## config.mk

```make
export PLATFORM = sky130hd
export DESIGN_NAME = clkpm_ctrl
export DESIGN_NICKNAME = d
export VERILOG_FILES = /design/src/rtl/clkpm_pkg.sv /design/src/rtl/clkpm_divider.sv /design/src/rtl/clkpm_fsm.sv /design/src/rtl/clkpm_gate.sv /design/src/rtl/clkpm_ctrl.sv
export SDC_FILE = /design/constraint.sdc
export NUM_CORES = 1
export LEC_CHECK = 0
export ABC_AREA = 1
export BUFFER_PORTS_ARGS = -buffer_cell sky130_fd_sc_hd__buf_2
export CAP_MARGIN = 20
export CORE_MARGIN = 2
export CORE_UTILIZATION = 44
export DETAILED_ROUTE_END_ITERATION = 8
export PLACE_DENSITY = 0.71
export REMOVE_ABC_BUFFERS = 1
export SETUP_SLACK_MARGIN = 0.02
export SYNTH_ARGS = -nofsm -noshare
export SYNTH_HDL_FRONTEND = slang
export SYNTH_SLANG_ARGS = --single-unit
```

## constraint.sdc

```tcl
create_clock -name clk -period 1.3 [get_ports clk]
set_clock_uncertainty 0.15 [all_clocks]
set_input_delay 0.13 -clock clk [delete_from_list [all_inputs] [get_ports clk]]
set_output_delay 0.13 -clock clk [all_outputs]
set_load 0.02 [all_outputs]
```

## src/rtl/clkpm_pkg.sv

```systemverilog
package clkpm_pkg;

    localparam int SEL_W = 2;
    localparam int CNT_W = 1 << SEL_W;

    typedef enum logic [2:0] {
        PM_RUN   = 3'd0,
        PM_SLOW  = 3'd1,
        PM_WAIT  = 3'd2,
        PM_SWAIT = 3'd3,
        PM_AHALT = 3'd4,
        PM_HALT  = 3'd5
    } pm_mode_e;

    typedef struct packed {
        logic             slow_en;
        logic [SEL_W-1:0] sel;
    } pm_cfg_t;

    typedef struct packed {
        logic cpu;
        logic per;
    } pm_ce_t;

    // Terminal count of the divider for a given select: ratio 2^(sel+1) minus one.
    function automatic logic [CNT_W-1:0] div_last(input logic [SEL_W-1:0] sel);
        int r;
        r = (2 << sel) - 1;
        return CNT_W'(r);
    endfunction

    function automatic logic is_active(input pm_mode_e m);
        return (m == PM_RUN) || (m == PM_SLOW);
    endfunction

    function automatic logic is_divided(input pm_mode_e m);
        return (m == PM_SLOW) || (m == PM_SWAIT);
    endfunction

endpackage

```

## src/rtl/clkpm_divider.sv

```systemverilog
module clkpm_divider
    import clkpm_pkg::*;
(
    input  logic             clk,
    input  logic             rst,
    input  logic             div_on,
    input  logic [SEL_W-1:0] sel_i,
    output logic             tick_o
);

    logic [CNT_W-1:0] cnt_q;
    logic [SEL_W-1:0] ratio_q;
    logic             at_last;

    assign at_last = (cnt_q == div_last(ratio_q));
    assign tick_o  = div_on && at_last;

    always_ff @(posedge clk) begin
        if (rst || !div_on) begin
            cnt_q   <= '0;
            ratio_q <= sel_i;
        end else if (at_last) begin
            cnt_q   <= '0;
            ratio_q <= sel_i;
        end else begin
            cnt_q   <= cnt_q + 1'b1;
        end
    end


    ratio_hold_chk: assert property (@(posedge clk) disable iff (rst)
        (div_on && !at_last) |=> $stable(ratio_q));


    tick_spacing_chk: assert property (@(posedge clk) disable iff (rst)
        tick_o |=> !tick_o);

endmodule

```

## src/rtl/clkpm_fsm.sv

```systemverilog
module clkpm_fsm
    import clkpm_pkg::*;
(
    input  logic     clk,
    input  logic     rst,
    input  logic     slow_en,
    input  logic     wait_req,
    input  logic     halt_req,
    input  logic     osc_keep,
    input  logic     irq_wake,
    input  logic     tick_wake,
    output pm_mode_e mode_q
);

    pm_mode_e mode_d;

    always_comb begin
        mode_d = mode_q;
        unique case (mode_q)
            PM_RUN, PM_SLOW: begin
                if (halt_req)
                    mode_d = osc_keep ? PM_AHALT : PM_HALT;
                else if (wait_req)
                    mode_d = (mode_q == PM_SLOW) ? PM_SWAIT : PM_WAIT;
                else
                    mode_d = slow_en ? PM_SLOW : PM_RUN;
            end
            PM_WAIT:  if (irq_wake) mode_d = PM_RUN;
            PM_SWAIT: if (irq_wake) mode_d = PM_SLOW;
            PM_AHALT: if (irq_wake || tick_wake) mode_d = PM_RUN;
            PM_HALT:  if (irq_wake) mode_d = PM_RUN;
            default:  mode_d = PM_RUN;
        endcase
    end

    always_ff @(posedge clk) begin
        if (rst) mode_q <= PM_RUN;
        else     mode_q <= mode_d;
    end


    halt_hold_chk: assert property (@(posedge clk) disable iff (rst)
        (mode_q == PM_HALT && !irq_wake) |=> (mode_q == PM_HALT));


    swait_resume_chk: assert property (@(posedge clk) disable iff (rst)
        (mode_q == PM_SWAIT && irq_wake) |=> (mode_q == PM_SLOW));


    wait_hold_chk: assert property (@(posedge clk) disable iff (rst)
        (mode_q == PM_WAIT && !irq_wake) |=> (mode_q == PM_WAIT));


    halt_prio_chk: assert property (@(posedge clk) disable iff (rst)
        (is_active(mode_q) && halt_req && wait_req) |=>
            (mode_q == PM_AHALT || mode_q == PM_HALT));


    ahalt_wake_chk: assert property (@(posedge clk) disable iff (rst)
        (mode_q == PM_AHALT && tick_wake) |=> (mode_q == PM_RUN));

endmodule

```

## src/rtl/clkpm_gate.sv

```systemverilog
module clkpm_gate
    import clkpm_pkg::*;
(
    input  logic     clk,
    input  logic     rst,
    input  pm_mode_e mode,
    input  logic     slow_tick,
    output pm_ce_t   ce
);

    always_comb begin
        unique case (mode)
            PM_RUN:   ce = '{cpu: 1'b1,      per: 1'b1};
            PM_SLOW:  ce = '{cpu: slow_tick, per: slow_tick};
            PM_WAIT:  ce = '{cpu: 1'b0,      per: 1'b1};
            PM_SWAIT: ce = '{cpu: 1'b0,      per: slow_tick};
            default:  ce = '{cpu: 1'b0,      per: 1'b0};
        endcase
    end


    halt_ce_chk: assert property (@(posedge clk) disable iff (rst)
        (mode == PM_AHALT || mode == PM_HALT) |-> (!ce.cpu && !ce.per));


    wait_ce_chk: assert property (@(posedge clk) disable iff (rst)
        (mode == PM_WAIT) |-> (!ce.cpu && ce.per));


    slow_same_chk: assert property (@(posedge clk) disable iff (rst)
        (mode == PM_SLOW) |-> (ce.cpu == ce.per));


    swait_cpu_chk: assert property (@(posedge clk) disable iff (rst)
        (mode == PM_SWAIT) |-> !ce.cpu);

endmodule

```

## src/rtl/clkpm_ctrl.sv

```systemverilog
module clkpm_ctrl
    import clkpm_pkg::*;
(
    input  logic             clk,
    input  logic             rst,
    input  logic             cfg_we,
    input  logic             cfg_slow_en,
    input  logic [SEL_W-1:0] cfg_div_sel,
    input  logic             wait_req,
    input  logic             halt_req,
    input  logic             osc_keep,
    input  logic             irq_wake,
    input  logic             tick_wake,
    output logic             cpu_ce,
    output logic             per_ce,
    output logic [2:0]       mode_o
);

    pm_cfg_t  cfg_q;
    pm_mode_e mode;
    pm_ce_t   ce;
    logic     slow_tick;

    always_ff @(posedge clk) begin
        if (rst)
            cfg_q <= '0;
        else if (cfg_we)
            cfg_q <= '{slow_en: cfg_slow_en, sel: cfg_div_sel};
    end

    clkpm_fsm u_fsm (
        .clk       (clk),
        .rst       (rst),
        .slow_en   (cfg_q.slow_en),
        .wait_req  (wait_req),
        .halt_req  (halt_req),
        .osc_keep  (osc_keep),
        .irq_wake  (irq_wake),
        .tick_wake (tick_wake),
        .mode_q    (mode)
    );

    clkpm_divider u_div (
        .clk    (clk),
        .rst    (rst),
        .div_on (is_divided(mode)),
        .sel_i  (cfg_q.sel),
        .tick_o (slow_tick)
    );

    clkpm_gate u_gate (
        .clk       (clk),
        .rst       (rst),
        .mode      (mode),
        .slow_tick (slow_tick),
        .ce        (ce)
    );

    assign cpu_ce = ce.cpu;
    assign per_ce = ce.per;
    assign mode_o = mode;


    run_ce_chk: assert property (@(posedge clk) disable iff (rst)
        (mode_o == 3'd0) |-> (cpu_ce && per_ce));

endmodule

```

==> After elaboration in Yosys (flattened, before gate mapping) <==
Index checks and enable logic that the tools add are counted.
W data, S select, Z words.
{ "word_totals": {"memories": 0, "ff_bits": 12, "word_cells": 40, "output_inout_bits": 5, "latchBits": 0, "rom_bits": 0, "ramBits": 0} }
{ "op_classes": {"div_mod_pow": 0, "reduce_logical": 11, "shifts": 1, "n_bitwise": 0, "n_eq_ne": 9, "mul": 0, "mux": 12, "add_sub_neg": 2, "order_cmp": 0} }
{ "ops": {"columns": ["op", "n"], "rows": [
  ["$mux W3", 5],
  ["$pmux W3 S4", 1],
  ["$pmux W2 S4", 1],
  ["$eq A3 B2 Y1 const B", 2],
  ["$eq A3 B3 Y1 const B", 2],
  ["$reduce_or A2 Y1", 3],
  ["$add A4 B1 Y4 const B", 1],
  ["$eq A4 B4 Y1", 1],
  ["$mux W2", 2],
  ["$ne A2 B1 Y1 const B", 2],
  ["$shl A2 B2 Y4 const A", 1],
  ["$sub A4 B2 Y4 const B", 1],
  ["$eq A3 B1 Y1 const B", 1],
  ["$logic_not A3 Y1", 1],
  ["$logic_or A1 B1 Y1", 3],
  ["$mux W1", 3],
  ["$reduce_and A3 Y1", 1],
  ["$ne A2 B2 Y1 const B", 1],
  ["$reduce_bool A2 Y1", 1],
  ["$logic_and A1 B1 Y1", 1],
  ["$logic_not A1 Y1", 1]
]} }

==> Depth between registers and ports, before layout <==
{ "logic_depth": {"ltp_word": 5, "mapped_depth": 8, "ltp_nobuf": 8} }

==> Modules after synthesis <==
A second synthesis with hierarchy kept.
{ "hier_totals": {"cells_unflattened": 102, "hier_area_um2": 650.6} }
{ "by_module_without_submodules": {"columns": ["mod", "seq_area_each_um2", "cells_each", "n_inst", "area_per_inst_um2"], "rows": [
  ["clkpm_divider", 140.1, 37, 1, 286.5],
  ["clkpm_fsm", 60.1, 36, 1, 202.7],
  ["clkpm_ctrl", 60.1, 21, 1, 127.6],
  ["clkpm_gate", 0.0, 8, 1, 33.8]
]} }

==> Least setup slack after synthesis <==
OpenSTA, ideal clock, no wires.
{ "synth_timing": {"kind": "flip-flop to output port", "from": "register u_div.ratio_q[1]", "to": "output port per_ce", "arrival_ps": 1166, "slack_ps": -146, "path_buffers": 0, "required_ps": 1020, "path_stages_with_launch": 6, "cell_sequence": "edfxtp_1 > o21bai_1 > nand2_1 > nor2_4 > nand2_2 > a21oi_1"} }
{ "synth_between": {"elab_chain_len": 5} }
{ "synth_lines": {"columns": ["element", "line_no", "source"], "rows": [
  ["from (decl)", "clkpm_divider.sv:12", "logic [SEL_W-1:0] ratio_q;"],
  ["from (signal assigned)", "clkpm_divider.sv:21", "ratio_q <= sel_i;"],
  ["from (signal assigned)", "clkpm_divider.sv:24", "ratio_q <= sel_i;"],
  ["$shl A2 B2 Y4", "clkpm_pkg.sv:28", "r = (2 << sel) - 1;"],
  ["$sub A4 B2 Y4", "clkpm_pkg.sv:28", null],
  ["$eq A4 B4 Y1", "clkpm_divider.sv:15", "assign at_last = (cnt_q == div_last(ratio_q));"],
  ["$logic_and A1 B1 Y1", "clkpm_divider.sv:16", "assign tick_o = div_on && at_last;"],
  ["$pmux W2 S4", "clkpm_gate.sv:12", "unique case (mode)"],
  ["to (decl)", "clkpm_ctrl.sv:15", "output logic per_ce,"]
]} }
Every way passes these cells.

==> Worst setup path in the final report <==
Same ends and word-level chain as after synthesis.

==> flow_metrics.env <==
export IMPL_die_h_um=41.9
export IMPL_num_rows=13
export IMPL_fin_crit_sh=1.29
export IMPL_wl_mm=1.26
export IMPL_maxCapViolations=0
export IMPL_dpl_cell_area_um2=753
export IMPL_synthFlopType="dfxtp_1"
export IMPL_cp_max_fo=5
export IMPL_worstPathRequired_ps=1020
export IMPL_worst_slew_pin_slew_ps=204
export IMPL_syn_to_final_growth_pct=41.7
export IMPL_seq_area_um2=265
export IMPL_path_cells="o21bai_1, nand2_1, nor2_4, nand2_2, a21oi_2, buf_4"
export IMPL_drive_gt1_frac=0.365
export IMPL_cp_top_family="flip-flops"
export IMPL_switching_share=0.302
export IMPL_drtAntennaViolNets=0
export IMPL_die_area_um2=1760
export IMPL_yosys_top_cells_area="dfxtp_1 (32%), nand2_1 (11%), edfxtp_1 (9.5%)"
export IMPL_setup_viol=8
export IMPL_die_x_um=41.9
export IMPL_cp_data_arrival_time_ps=1390
export IMPL_hold_viol=0
export IMPL_synth_fa_ha_area_frac=0.0198
export IMPL_io_pin_count=16
export IMPL_synth_edff_count=2
export IMPL_synth_commonest_cells="nand2_1 (18), nor2_1 (11), dfxtp_1 (10)"
export IMPL_numCtsBuffers=3
export IMPL_clock_sinks=12
export IMPL_grt_pass1_vias=532
export IMPL_tritoncts="yes"
export IMPL_firstDrtPassIters=4
export IMPL_via_per_inst=4.72
export IMPL_max_freq_ghz=0.598
export IMPL_fin_total_pwr_mw=0.893
export IMPL_power_density_nw_per_um2=995
export IMPL_ys_seq_area_frac=0.411
export IMPL_cpPeakStageDelay_ps=450
export IMPL_wl_per_cell_um=9.70
export IMPL_grt_overflow=0
export IMPL_syn_cell_area_um2=633
export IMPL_synth_compound_area_share=0.0751
export IMPL_async_reset_ff_frac=0
export IMPL_yosysMostFrequentCell="nand2_1"
export IMPL_hold_start="irq_wake"
export IMPL_r2r_start="u_div.ratio_q[1]"
export IMPL_rsz0062_at_grt="true"
export IMPL_antenna_cells=0
export IMPL_fin_ws_ps=-372
export IMPL_place_congestion=0.771
export IMPL_status="finished with violations"
export IMPL_p_leak_nw=0.415
export IMPL_max_slew_margin=0.864
export IMPL_start_util=0.481
export IMPL_dp_hpwl_um=936
export IMPL_synth_cell_type_count=21
export IMPL_nets=128
export IMPL_drt_iter0_drc=5
export IMPL_clkSlewWorstSetupHoldPaths_ps=70
export IMPL_synth_top_family_by_area="simple AND/OR/NAND/NOR gates"
export IMPL_io_buffers=15
export IMPL_clockRootBuffer="clkbuf_4"
export IMPL_clk_latency_ps=270
export IMPL_violations="negative setup slack"
export IMPL_finalCriticalPeriod_ps=1670
export IMPL_p_clk_frac=0.261
export IMPL_ys_seq_elements=12
export IMPL_vias=613
export IMPL_core_um2=1320
export IMPL_synth_top_area_share=0.316
export IMPL_h_tree_depth=1
export IMPL_final_area_um2=897
export IMPL_cp_num_buf_inv=1
export IMPL_cp_startpoint="u_div.ratio_q[1]"
export IMPL_place_detailed_instances=117
export IMPL_nFillCells=126
export IMPL_yosysWarnings=0
export IMPL_ir_drop_mv=0.562
export IMPL_drc_errors=0
export IMPL_grt_usage=0.151
export IMPL_instances_no_fill=130
export IMPL_syn_avg_cell_area_um2=7.63
export IMPL_synth_simple_area_share=0.375
export IMPL_syn_inst=83
export IMPL_slew_viol_final=0
export IMPL_cts_buffer_depth=2
export IMPL_yosysTopAreaCell="dfxtp_1"
export IMPL_hold_path_class="in -> reg"
export IMPL_synth_mux_area_fraction=0
export IMPL_grt_max_degree=10
export IMPL_p_int_mw=0.623
export IMPL_synth_xor_area_share=0.0415
export IMPL_cp_start_kind="register"
export IMPL_grt_antenna_before_repair=0
export IMPL_p_seq_frac=0.483
export IMPL_critical_path_class="reg -> out"
export IMPL_crit_slowest_cell="edfxtp_1"
export IMPL_p_sw_mw=0.270
export IMPL_worst_setup_path_end_kind="output pin"
export IMPL_grt_pass1_wl_mm=2.00
export IMPL_multi_input_area_um2=335
export IMPL_power_frac_comb=0.256
-- worst min-delay path, stage by stage --
cell and delay (ps):
buf_2 70, inv_1 50, nand3_2 90, a21oi_1 60
-- per-layer routing --
| layer | vias up | part of all wire | GRT usage |
|---|---|---|---|
| met5 | - | 0 | 0 |
| met4 | 0 | 0.017 | 0.0774 |
| met3 | 3 | 0.033 | 0.0391 |
| met2 | 14 | 0.48 | 0.250 |
| met1 | 269 | 0.47 | 0.178 |
| li1 | 327 | - | - |
-- registers in the layout (all words and copies together), names as in the netlist --
name and flops:
u_div.cnt_q 4, cfg_q 3, u_fsm.mode_q 3, u_div.ratio_q 2
-- metrics by stage --
stage	setup TNS, ps	hold WS [ps]	setup WS [ps]	utilization
after floorplan	-244	49.1	-146	-
after global placement	-322	204	-93.6	0.572
after detailed placement	-574	212	-134	0.572
after CTS	-1980	43.0	-404	0.659
after global routing	-2360	40.6	-451	0.681
final	-1760	24.1	-372	0.681
-- power groups by stage --
stage               clock, mW  combinational [mW]  sequential, mW
finish                  0.233               0.229           0.431
global route            0.259               0.252           0.434
detailed placement          0               0.182           0.438
CTS                     0.247               0.213           0.431
floorplan                   0               0.111           0.444
global placement            0               0.179           0.435
-- cells in the final DEF, fill, tap and decap left out, types with 2 or more instances in the layout --
master and n:
nand3_1 3, buf_2 13, clkbuf_4 3, nand2_1 17, edfxtp_1 2, o21ai_0 3
nor2_1 11, buf_4 7, nand2_2 2, dlygate4sd3_1 6, xor2_1 2, nor2_2 6
dfxtp_1 8, nand4_1 3, buf_6 3, inv_1 9, a21oi_1 4
-- final timing paths --
kind | endpoint | slack [ps] | cells past startpoint
max | per_ce | -370 | 6
min | u_fsm.mode_q[1] | 20 | 4
max reg2reg | u_div.ratio_q[0] | -210 | 6
min reg2reg | u_div.ratio_q[1] | 280 | 0
-- what timing repair did --
action                                  CTS  global route
hold buffers                              6             0
gates resized for setup                   7             5
endpoints found under the hold margin     5             0
buffers inserted                          1             2
pin swaps                                 2             2
endpoints found under the setup margin    9             9
-- cells by family after synthesis --
family          Yosys count
buf+inv                  11
flops                    12
compound gates            9
fa+ha+maj                 1
xor+xnor                  3
simple gates             47
-- final cells by class --
cell class,instances,share of cell area
clock buffer,3,0.0251
clock inverter,1,0.00418
inverter,10,0.0446
multi-input combinational,60,0.374
sequential,12,0.296
tap,15,0.0209
timing repair buffer,29,0.236
No activity file was read; power rests on OpenSTA's default activity.
